--- src/rtl/sbw_pkg.sv ---
package sbw_pkg;
  localparam int ERR_W      = 4;
  localparam int ERR_PAGE   = 0;
  localparam int ERR_CYCLE  = 1;
  localparam int ERR_ACCESS = 2;
  localparam int ERR_LEN    = 3;

  typedef enum logic {
    BUS_DIRECT = 1'b0,
    BUS_MUXED  = 1'b1
  } bus_mode_e;
endpackage

--- src/rtl/sbw_rule_check.sv ---
module sbw_rule_check
  import sbw_pkg::*;
#(
  parameter int TW    = 6,
  parameter int LEN_W = 4,
  parameter int DIV_W = 2
) (
  input  logic [DIV_W-1:0] div_i,
  input  logic [TW-1:0]    page_i,
  input  logic [TW-1:0]    act_i,
  input  logic [TW-1:0]    cyc_i,
  input  logic [TW-1:0]    acc_i,
  input  logic [LEN_W-1:0] len_i,
  output logic [ERR_W-1:0] err_o
);
  logic [TW-1:0] ratio;
  logic [TW-1:0] cyc_rem;
  logic [TW-1:0] back_rem;
  logic [TW-1:0] acc_rem;

  always_comb begin
    ratio    = TW'(div_i) + TW'(1);
    cyc_rem  = (cyc_i - act_i) % ratio;
    back_rem = '0;
    if (acc_i >= act_i) begin
      acc_rem = (acc_i - act_i) % ratio;
    end else begin
      // residue of a negative gap, folded to 0..ratio-1
      back_rem = (act_i - acc_i) % ratio;
      acc_rem  = (back_rem == '0) ? '0 : ratio - back_rem;
    end
    err_o             = '0;
    err_o[ERR_PAGE]   = (page_i != ratio);
    err_o[ERR_CYCLE]  = (cyc_i < act_i) || (cyc_rem != '0);
    err_o[ERR_ACCESS] = (div_i != '0) && (acc_rem == TW'(div_i));
    err_o[ERR_LEN]    = (len_i == '0);
  end
endmodule

--- src/rtl/sbw_step_ctrl.sv ---
module sbw_step_ctrl #(
  parameter int TW = 6,
  localparam int HW = TW + 1
) (
  input  logic          clk_i,
  input  logic          rst_ni,
  input  logic          start_i,
  input  logic          err_any_i,
  input  logic [TW-1:0] cyc_i,
  output logic          start_acc_o,
  output logic          busy_o,
  output logic          done_o,
  output logic          busy_nxt_o,
  output logic [HW-1:0] step_nxt_o
);
  logic          busy_q;
  logic [HW-1:0] step_q;
  logic [HW-1:0] end_step;
  logic          run_on;

  always_comb begin
    end_step    = {cyc_i, 1'b0};
    start_acc_o = start_i && !busy_q && !err_any_i;
    done_o      = busy_q && (step_q == end_step);
    run_on      = busy_q && !done_o;
    busy_nxt_o  = start_acc_o || run_on;
    if (start_acc_o)  step_nxt_o = '0;
    else if (run_on)  step_nxt_o = step_q + 1'b1;
    else              step_nxt_o = step_q;
  end

  always_ff @(posedge clk_i or negedge rst_ni) begin
    if (!rst_ni) begin
      busy_q <= 1'b0;
      step_q <= '0;
    end else begin
      busy_q <= busy_nxt_o;
      step_q <= step_nxt_o;
    end
  end

  assign busy_o = busy_q;
endmodule

--- src/rtl/sbw_bclk_gen.sv ---
module sbw_bclk_gen #(
  parameter int TW    = 6,
  parameter int DIV_W = 2,
  localparam int HW   = TW + 1
) (
  input  logic             clk_i,
  input  logic             rst_ni,
  input  logic             busy_nxt_i,
  input  logic [HW-1:0]    step_nxt_i,
  input  logic [DIV_W-1:0] div_i,
  input  logic [TW-1:0]    act_i,
  input  logic [TW-1:0]    cyc_i,
  output logic             bclk_o
);
  logic [HW-1:0]    act_step;
  logic [HW-1:0]    end_step;
  logic [HW-1:0]    period;
  logic [HW-1:0]    high_len;
  logic [HW-1:0]    offset;
  logic [HW-1:0]    phase;
  logic [DIV_W-1:0] half_ticks;
  logic             bclk_nxt;
  logic             bclk_q;

  always_comb begin
    act_step   = {act_i, 1'b0};
    end_step   = {cyc_i, 1'b0};
    period     = HW'({div_i, 1'b0}) + HW'(2);
    half_ticks = (div_i >> 1) + DIV_W'(1);
    // divide-by-1 needs a half-tick high phase; otherwise whole ticks, long high
    high_len   = (div_i == '0) ? HW'(1) : HW'({half_ticks, 1'b0});
    offset     = step_nxt_i - act_step;
    phase      = offset % period;
    bclk_nxt   = busy_nxt_i && (step_nxt_i >= act_step) &&
                 (step_nxt_i < end_step) && (phase < high_len);
  end

  always_ff @(posedge clk_i or negedge rst_ni) begin
    if (!rst_ni) bclk_q <= 1'b0;
    else         bclk_q <= bclk_nxt;
  end

  assign bclk_o = bclk_q;
endmodule

--- src/rtl/sbw_beat_sched.sv ---
module sbw_beat_sched #(
  parameter int DATA_W = 16,
  parameter int TW     = 6,
  parameter int LEN_W  = 4,
  parameter int DIV_W  = 2,
  localparam int HW    = TW + 1,
  localparam int NW    = TW + LEN_W + 2
) (
  input  logic              clk_i,
  input  logic              rst_ni,
  input  logic              start_acc_i,
  input  logic              busy_nxt_i,
  input  logic [HW-1:0]     step_nxt_i,
  input  logic              mux_i,
  input  logic [TW-1:0]     dmux_i,
  input  logic [TW-1:0]     acc_i,
  input  logic [TW-1:0]     page_i,
  input  logic [TW-1:0]     cyc_i,
  input  logic [DIV_W-1:0]  div_i,
  input  logic [LEN_W-1:0]  len_i,
  input  logic [DATA_W-1:0] wr_data_i,
  output logic [DATA_W-1:0] data_o,
  output logic              dstb_o
);
  logic [LEN_W-1:0]  cnt_q;
  logic [LEN_W-1:0]  cnt_eff;
  logic [NW-1:0]     next_q;
  logic [NW-1:0]     next_eff;
  logic [NW-1:0]     first_step;
  logic [NW-1:0]     second_step;
  logic [NW-1:0]     page_step;
  logic              launch;
  logic [DATA_W-1:0] data_q;
  logic              dstb_q;

  always_comb begin
    first_step  = mux_i ? NW'({dmux_i, 1'b0}) : '0;
    // later beats in divide-by-1 slip half a tick onto the falling edge
    second_step = NW'({HW'(acc_i) + HW'(1), 1'b0}) +
                  ((div_i == '0) ? NW'(1) : NW'(0));
    page_step   = NW'({page_i, 1'b0});
    next_eff    = start_acc_i ? first_step : next_q;
    cnt_eff     = start_acc_i ? '0 : cnt_q;
    launch      = busy_nxt_i && (NW'(step_nxt_i) == next_eff) &&
                  (cnt_eff < len_i) && (step_nxt_i < {cyc_i, 1'b0});
  end

  always_ff @(posedge clk_i or negedge rst_ni) begin
    if (!rst_ni) begin
      cnt_q  <= '0;
      next_q <= '0;
      data_q <= '0;
      dstb_q <= 1'b0;
    end else begin
      dstb_q <= launch;
      if (launch) begin
        data_q <= wr_data_i;
        cnt_q  <= cnt_eff + 1'b1;
        next_q <= (cnt_eff == '0) ? second_step : next_eff + page_step;
      end else if (start_acc_i) begin
        cnt_q  <= '0;
        next_q <= first_step;
      end
    end
  end

  assign data_o = data_q;
  assign dstb_o = dstb_q;
endmodule

--- src/rtl/sbw_burst_writer.sv ---
module sbw_burst_writer
  import sbw_pkg::*;
#(
  parameter int DATA_W = 16,
  parameter int TW     = 6,
  parameter int LEN_W  = 4,
  parameter int DIV_W  = 2
) (
  input  logic              clk_i,
  input  logic              rst_ni,
  input  logic              start_i,
  input  logic              mux_mode_i,
  input  logic [LEN_W-1:0]  burst_len_i,
  input  logic [DIV_W-1:0]  clk_div_i,
  input  logic [TW-1:0]     clk_act_i,
  input  logic [TW-1:0]     cyc_time_i,
  input  logic [TW-1:0]     acc_time_i,
  input  logic [TW-1:0]     mux_data_time_i,
  input  logic [TW-1:0]     page_time_i,
  input  logic [DATA_W-1:0] wr_data_i,
  output logic              bclk_o,
  output logic [DATA_W-1:0] data_o,
  output logic              dstb_o,
  output logic              busy_o,
  output logic              done_o,
  output logic [ERR_W-1:0]  rule_err_o
);
  localparam int HW = TW + 1;

  typedef struct packed {
    logic             mux;
    logic [LEN_W-1:0] len;
    logic [DIV_W-1:0] div;
    logic [TW-1:0]    act;
    logic [TW-1:0]    cyc;
    logic [TW-1:0]    acc;
    logic [TW-1:0]    dmux;
    logic [TW-1:0]    page;
  } cfg_t;

  cfg_t          cfg_live;
  cfg_t          cfg_q;
  cfg_t          cfg_eff;
  logic          start_acc;
  logic          busy_nxt;
  logic [HW-1:0] step_nxt;
  logic [ERR_W-1:0] err;

  always_comb begin
    cfg_live.mux  = (bus_mode_e'(mux_mode_i) == BUS_MUXED);
    cfg_live.len  = burst_len_i;
    cfg_live.div  = clk_div_i;
    cfg_live.act  = clk_act_i;
    cfg_live.cyc  = cyc_time_i;
    cfg_live.acc  = acc_time_i;
    cfg_live.dmux = mux_data_time_i;
    cfg_live.page = page_time_i;
    cfg_eff       = start_acc ? cfg_live : cfg_q;
  end

  always_ff @(posedge clk_i or negedge rst_ni) begin
    if (!rst_ni)        cfg_q <= '0;
    else if (start_acc) cfg_q <= cfg_live;
  end

  sbw_rule_check #(.TW(TW), .LEN_W(LEN_W), .DIV_W(DIV_W)) i_rules (
    .div_i  (clk_div_i),
    .page_i (page_time_i),
    .act_i  (clk_act_i),
    .cyc_i  (cyc_time_i),
    .acc_i  (acc_time_i),
    .len_i  (burst_len_i),
    .err_o  (err)
  );

  // end-of-access compare uses captured config only, so no loop through start_acc
  sbw_step_ctrl #(.TW(TW)) i_steps (
    .clk_i       (clk_i),
    .rst_ni      (rst_ni),
    .start_i     (start_i),
    .err_any_i   (|err),
    .cyc_i       (cfg_q.cyc),
    .start_acc_o (start_acc),
    .busy_o      (busy_o),
    .done_o      (done_o),
    .busy_nxt_o  (busy_nxt),
    .step_nxt_o  (step_nxt)
  );

  sbw_bclk_gen #(.TW(TW), .DIV_W(DIV_W)) i_bclk (
    .clk_i      (clk_i),
    .rst_ni     (rst_ni),
    .busy_nxt_i (busy_nxt),
    .step_nxt_i (step_nxt),
    .div_i      (cfg_eff.div),
    .act_i      (cfg_eff.act),
    .cyc_i      (cfg_eff.cyc),
    .bclk_o     (bclk_o)
  );

  sbw_beat_sched #(.DATA_W(DATA_W), .TW(TW), .LEN_W(LEN_W), .DIV_W(DIV_W)) i_beats (
    .clk_i       (clk_i),
    .rst_ni      (rst_ni),
    .start_acc_i (start_acc),
    .busy_nxt_i  (busy_nxt),
    .step_nxt_i  (step_nxt),
    .mux_i       (cfg_eff.mux),
    .dmux_i      (cfg_eff.dmux),
    .acc_i       (cfg_eff.acc),
    .page_i      (cfg_eff.page),
    .cyc_i       (cfg_eff.cyc),
    .div_i       (cfg_eff.div),
    .len_i       (cfg_eff.len),
    .wr_data_i   (wr_data_i),
    .data_o      (data_o),
    .dstb_o      (dstb_o)
  );

  assign rule_err_o = err;
endmodule

--- config.mk ---
export PLATFORM = sky130hd
export DESIGN_NAME = sbw_burst_writer
export DESIGN_NICKNAME = d
export VERILOG_FILES = /design/src/rtl/sbw_pkg.sv /design/src/rtl/sbw_rule_check.sv /design/src/rtl/sbw_step_ctrl.sv /design/src/rtl/sbw_bclk_gen.sv /design/src/rtl/sbw_beat_sched.sv /design/src/rtl/sbw_burst_writer.sv
export SDC_FILE = /design/constraint.sdc
export NUM_CORES = 1
export LEC_CHECK = 0
export ABC_CLOCK_PERIOD_IN_PS = 37200
export BUFFER_PORTS_ARGS = -buffer_cell sky130_fd_sc_hd__buf_2
export CORE_MARGIN = 3
export CORE_UTILIZATION = 35
export CTS_CLUSTER_DIAMETER = 120
export DETAILED_ROUTE_END_ITERATION = 8
export GPL_ROUTABILITY_DRIVEN = 0
export GPL_TIMING_DRIVEN = 1
export SLEW_MARGIN = 15
export SYNTH_ARGS = -nofsm -noshare
export SYNTH_HDL_FRONTEND = slang
export SYNTH_HIERARCHICAL = 1
export SYNTH_SLANG_ARGS = --single-unit
--- constraint.sdc ---
create_clock -name clk_i -period 37.2 [get_ports clk_i]
set_clock_uncertainty 0.1 [all_clocks]
set_input_delay 7.44 -clock clk_i [delete_from_list [all_inputs] [get_ports clk_i]]
set_output_delay 7.44 -clock clk_i [all_outputs]
set_load 0.03 [all_outputs]
# Word level (Yosys, flattened, before mapping)
# Index checks and enable logic that the tools add are counted.
# totals
word_cells	78
inputBits	56
ff_bits	79
# op_classes
reduce_logical	23
mux	13
n_addsub	13
n_lt_le_gt_ge	6
div_mod_pow	4
eq_ne	4
# ops
op	n
$mux 37	1
$mux 12	3
$sub 6x6->6	4
$mux 7	3
$mod 6x6->6	3
$lt 7x7->1	2
$add 12x7->12	1
$add 8x12->12	1
$eq 7x12->1	1
$mux 6	2
$logic_and 1x1->1	11
$logic_not 4->1	2
$mux 4	2
$add 6x1->7 const B	1
$add 7x1->7 const B	1
$eq 7x7->1	1
$ge 7x7->1	1
$mod 7x7->7	1
$sub 7x7->7	1
$eq 6x2->1	1
$ge 6x6->1	1
$logic_not 6->1	1
$lt 6x6->1	1
$ne 6x6->1	1
other kinds (13)	16

# Depth between registers and ports, before layout
# logic_depth
word_depth	18
mapped_depth	112
ltp_nobuf	107

# Hierarchy
# The synthesis kept the hierarchy.
# by_module_without_submodules
mod	seq_area_each_um2	cells_per_inst	area_per_inst_um2	n_inst
sbw_rule_check	0.0	503	3713.6	1
sbw_beat_sched	825.8	228	2381.0	1
sbw_bclk_gen	25.0	207	1541.5	1
sbw_burst_writer	925.9	79	1534.0	1
sbw_step_ctrl	200.2	46	461.7	1

# Worst setup path after synthesis
# OpenSTA, ideal clock, no wires.
# synth_path
path_kind	in2reg
from	in clk_act_i[4]
to	reg i_bclk.bclk_q (netlist: i_bclk/bclk_o)
setup_slack_ns	10.562
arrival_ns	26.451
setup_ns	0.087
required_ns	37.013
n_path_buf	4
stages	108
path_cell_list	inv_1 ha_1 nor2b_1 a221oi_1 o311ai_4 ha_1 nand3_2 o311ai_4 nand2_1 ha_1 or4b_1 a21oi_1 a31oi_1 ha_1 nor2_1 a21oi_1 nor2_1 a21oi_1 [72 not listed] o21ai_0 nor2b_1 o2111ai_1 o21ai_1 nand2_1 mux2i_1 ha_1 o21ai_0 nand2b_1 nand2_1 nand2_1 inv_1 o211ai_1 mux2_1 ha_1 nor3b_1 o2111ai_1 a211oi_2
# synth_rtl
item	line_no	rtl
start: declaration	sbw_burst_writer.sv:15	input logic [TW-1:0] clk_act_i,
end signal: assignment	sbw_bclk_gen.sv:40	else bclk_q <= bclk_nxt;
end: declaration	sbw_bclk_gen.sv:23	logic bclk_q;

==> flow_summary.json <==
{
  "synth_cell_types": 94,
  "cp-start-kind": "input pin",
  "post_cts_buffers": 0,
  "cap_violations": 0,
  "fin_hold_ws_ps": 385,
  "hold_depth": 1,
  "hold_start": "i_beats/data_o[15]",
  "grt_max_degree": 80,
  "gr-usage-all-layers_pct": 16.1,
  "core_um2": 27000,
  "min_path_type": "flip-flop to flip-flop",
  "vias_per_cell": 5.33,
  "hpwl_um": 19000,
  "synth-seq-cells": 79,
  "slowest_stage": "buf_4",
  "fmax_mhz": 34.9,
  "drtPass1Iterations": 5,
  "root_buffer": "clkbuf_16",
  "timing.rr.end": "i_bclk/bclk_o",
  "dp_slack_ps": 8350,
  "period_share_pct": 77.0,
  "ios": 80,
  "synth_area_per_cell_um2": 9.06,
  "cts_sinks": 79,
  "crit_family": "compound AO/OA/AOI/OAI gates",
  "max_stage_delay_ps": 660,
  "rsz0062_at_grt": "no",
  "drv_slew": 0,
  "hold_end": "i_beats/data_o[15]",
  "endpoint_kind": "flip-flop",
  "final_cell_mix": "ha_1 (124), inv_1 (96), dfrtp_1 (79)",
  "r2r_slack_ps": 25160,
  "wl_met2_um": 10700,
  "critPathKind": "input pin to flip-flop",
  "die-area_um2": 29500,
  "crit_arrival_ps": 28790,
  "ys_warn_count": 6,
  "final_core_util_pct": 39.4,
  "dieHeight_um": 172,
  "path_buf_inv": 10,
  "num-fill-cells": 2703,
  "worst_pin_slew_ps": 1010,
  "slew_headroom_pct": 32.5,
  "clk_pin_slew_worst_paths_ps": 60,
  "grt_pass1_vias": 7734,
  "crit-reg2reg-launch": "cfg_q[23]",
  "netlist_instances": 1063,
  "setup_viol": 0,
  "dr_wl_met3_um": 587,
  "cts.repair.resized": 0,
  "ys.flop_type": "dfrtp_1",
  "grt_pass1_wl_um": 39000,
  "tns_ps": 0,
  "worst_r2r_path_depth": 55,
  "area_growth_pct": 10.5,
  "synth.net_count": 1252,
  "drive_above_1_share_pct": 19.1,
  "drc_errors": 0,
  "status": "finished, final reports clean",
  "wirelength_met1_um": 12200,
  "hold_viol": 0,
  "cts_max_level": 3,
  "n_antenna_cell": 0,
  "worst_ep_required_time_ps": 37350,
  "cts_max_path_buffers": 2,
  "crit_path_frequent_cell": "ha_1",
  "top_layer_used": "met4",
  "postCtsHoldBufs": 0,
  "grt_remaining_overflow": 0,
  "fin_nets": 1331,
  "critPathMaxFanout": 55,
  "start_util_pct": 35.6,
  "cts_buffers": 9,
  "tritoncts": "built",
  "layout_commonest_cell": "ha_1",
  "first_iter_violations": 346,
  "wl_um": 23900,
  "synth_area_um2": 9630,
  "async_reset_ff_share_pct": 100,
  "chipWidth_um": 172,
  "clk_latency_ps": 340,
  "synth-edff-count": 0,
  "period_minus_slack_ps": 28630,
  "antenna_found_initial": 0,
  "synth.yosys.seq_area_share_pct": 20.5,
  "wl_per_cell_um": 16.1,
  "ant_nets": 0,
  "dr_total_vias": 7933,
  "io_buffers": 79,
  "row_count": 60,
  "setup_ws_ps": 8570
}
cell type report:
type / instances / area (µm²) / share of cell area (%)
Clock buffer: 12 / 267 / 2.50
Clock inverter: 3 / 65.1 / 0.611
Inverter: 100 / 375 / 3.53
Multi-Input combinational cell: 867 / 7090 / 66.6
Sequential cell: 79 / 1980 / 18.6
Tap cell: 341 / 427 / 4.01
Timing Repair Buffer: 85 / 443 / 4.16
cell usage after synthesis (all sizes together) (7+ instances only):
| cell | n | area [µm²] |
|---|---|---|
| xor2 | 33 | 289 |
| mux2i | 17 | 174 |
| mux2 | 76 | 1040 |
| inv | 100 | 375 |
| a31oi | 12 | 81.3 |
| a21boi | 7 | 56.3 |
| dfrtp | 79 | 1980 |
| o21a | 22 | 165 |
| nand4 | 12 | 96.3 |
| a21oi | 62 | 322 |
| o211ai | 22 | 184 |
| nand2 | 58 | 220 |
| nand3 | 32 | 170 |
| or2 | 9 | 56.3 |
| o2111ai | 8 | 70.1 |
| nand2b | 23 | 144 |
| or3 | 13 | 91.3 |
| o21ai | 61 | 317 |
| ha | 124 | 1550 |
| and3 | 10 | 62.6 |
| a21o | 13 | 97.6 |
| nor3 | 25 | 135 |
| fa | 9 | 180 |
| nor2 | 66 | 267 |
| xnor2 | 34 | 313 |
| a211oi | 10 | 80.1 |
| buf | 14 | 176 |
| nor2b | 24 | 150 |
through the flow:
step | instance area (µm²) | std cells
3_5_place_dp | 10300 | 1472
6_report | 10600 | 1487
3_3_place_gp | 10300 | 1472
4_1_cts | 10600 | 1487
5_1_grt | 10600 | 1487
2_1_floorplan | 9630 | 1063
logic make-up after synthesis:
logic type	count (synthesis)	share of synthesized area, %
flops	79	20.5
mux	93	12.6
simple gates	303	17.1
xor+xnor	67	6.25
buf+inv	117	5.85
fa+ha+maj	133	18.0
compound gates	271	19.7
how the worst max path moves through the flow:
stage                 start            end  depth (start not counted)
6_report       clk_act_i[4]  i_bclk/bclk_o                        103
2_1_floorplan  clk_act_i[4]  i_bclk/bclk_o                        108
4_1_cts        clk_act_i[4]  i_bclk/bclk_o                        103
3_3_place_gp   clk_act_i[4]  i_bclk/bclk_o                        103
5_1_grt        clk_act_i[4]  i_bclk/bclk_o                        104
3_5_place_dp   clk_act_i[4]  i_bclk/bclk_o                        103
sequential cells by signal (all words and copies together) (netlist names):
register / count
i_steps/step_q: 7
i_beats/cnt_q: 4
i_beats/data_o: 16
i_beats/dstb_o: 1
i_beats/next_q: 12
i_bclk/bclk_o: 1
i_steps/busy_o: 1
cfg_q: 37
layer usage:
metal	global-route usage [%]	vias to the layer above
met5	0	-
met4	4.37	0
met3	1.76	30
met2	25.8	125
met1	23.1	3750
li1	-	4028
Power is not shown: default switching activity piles up to over one toggle a cycle in this logic, so the estimate is an artifact.
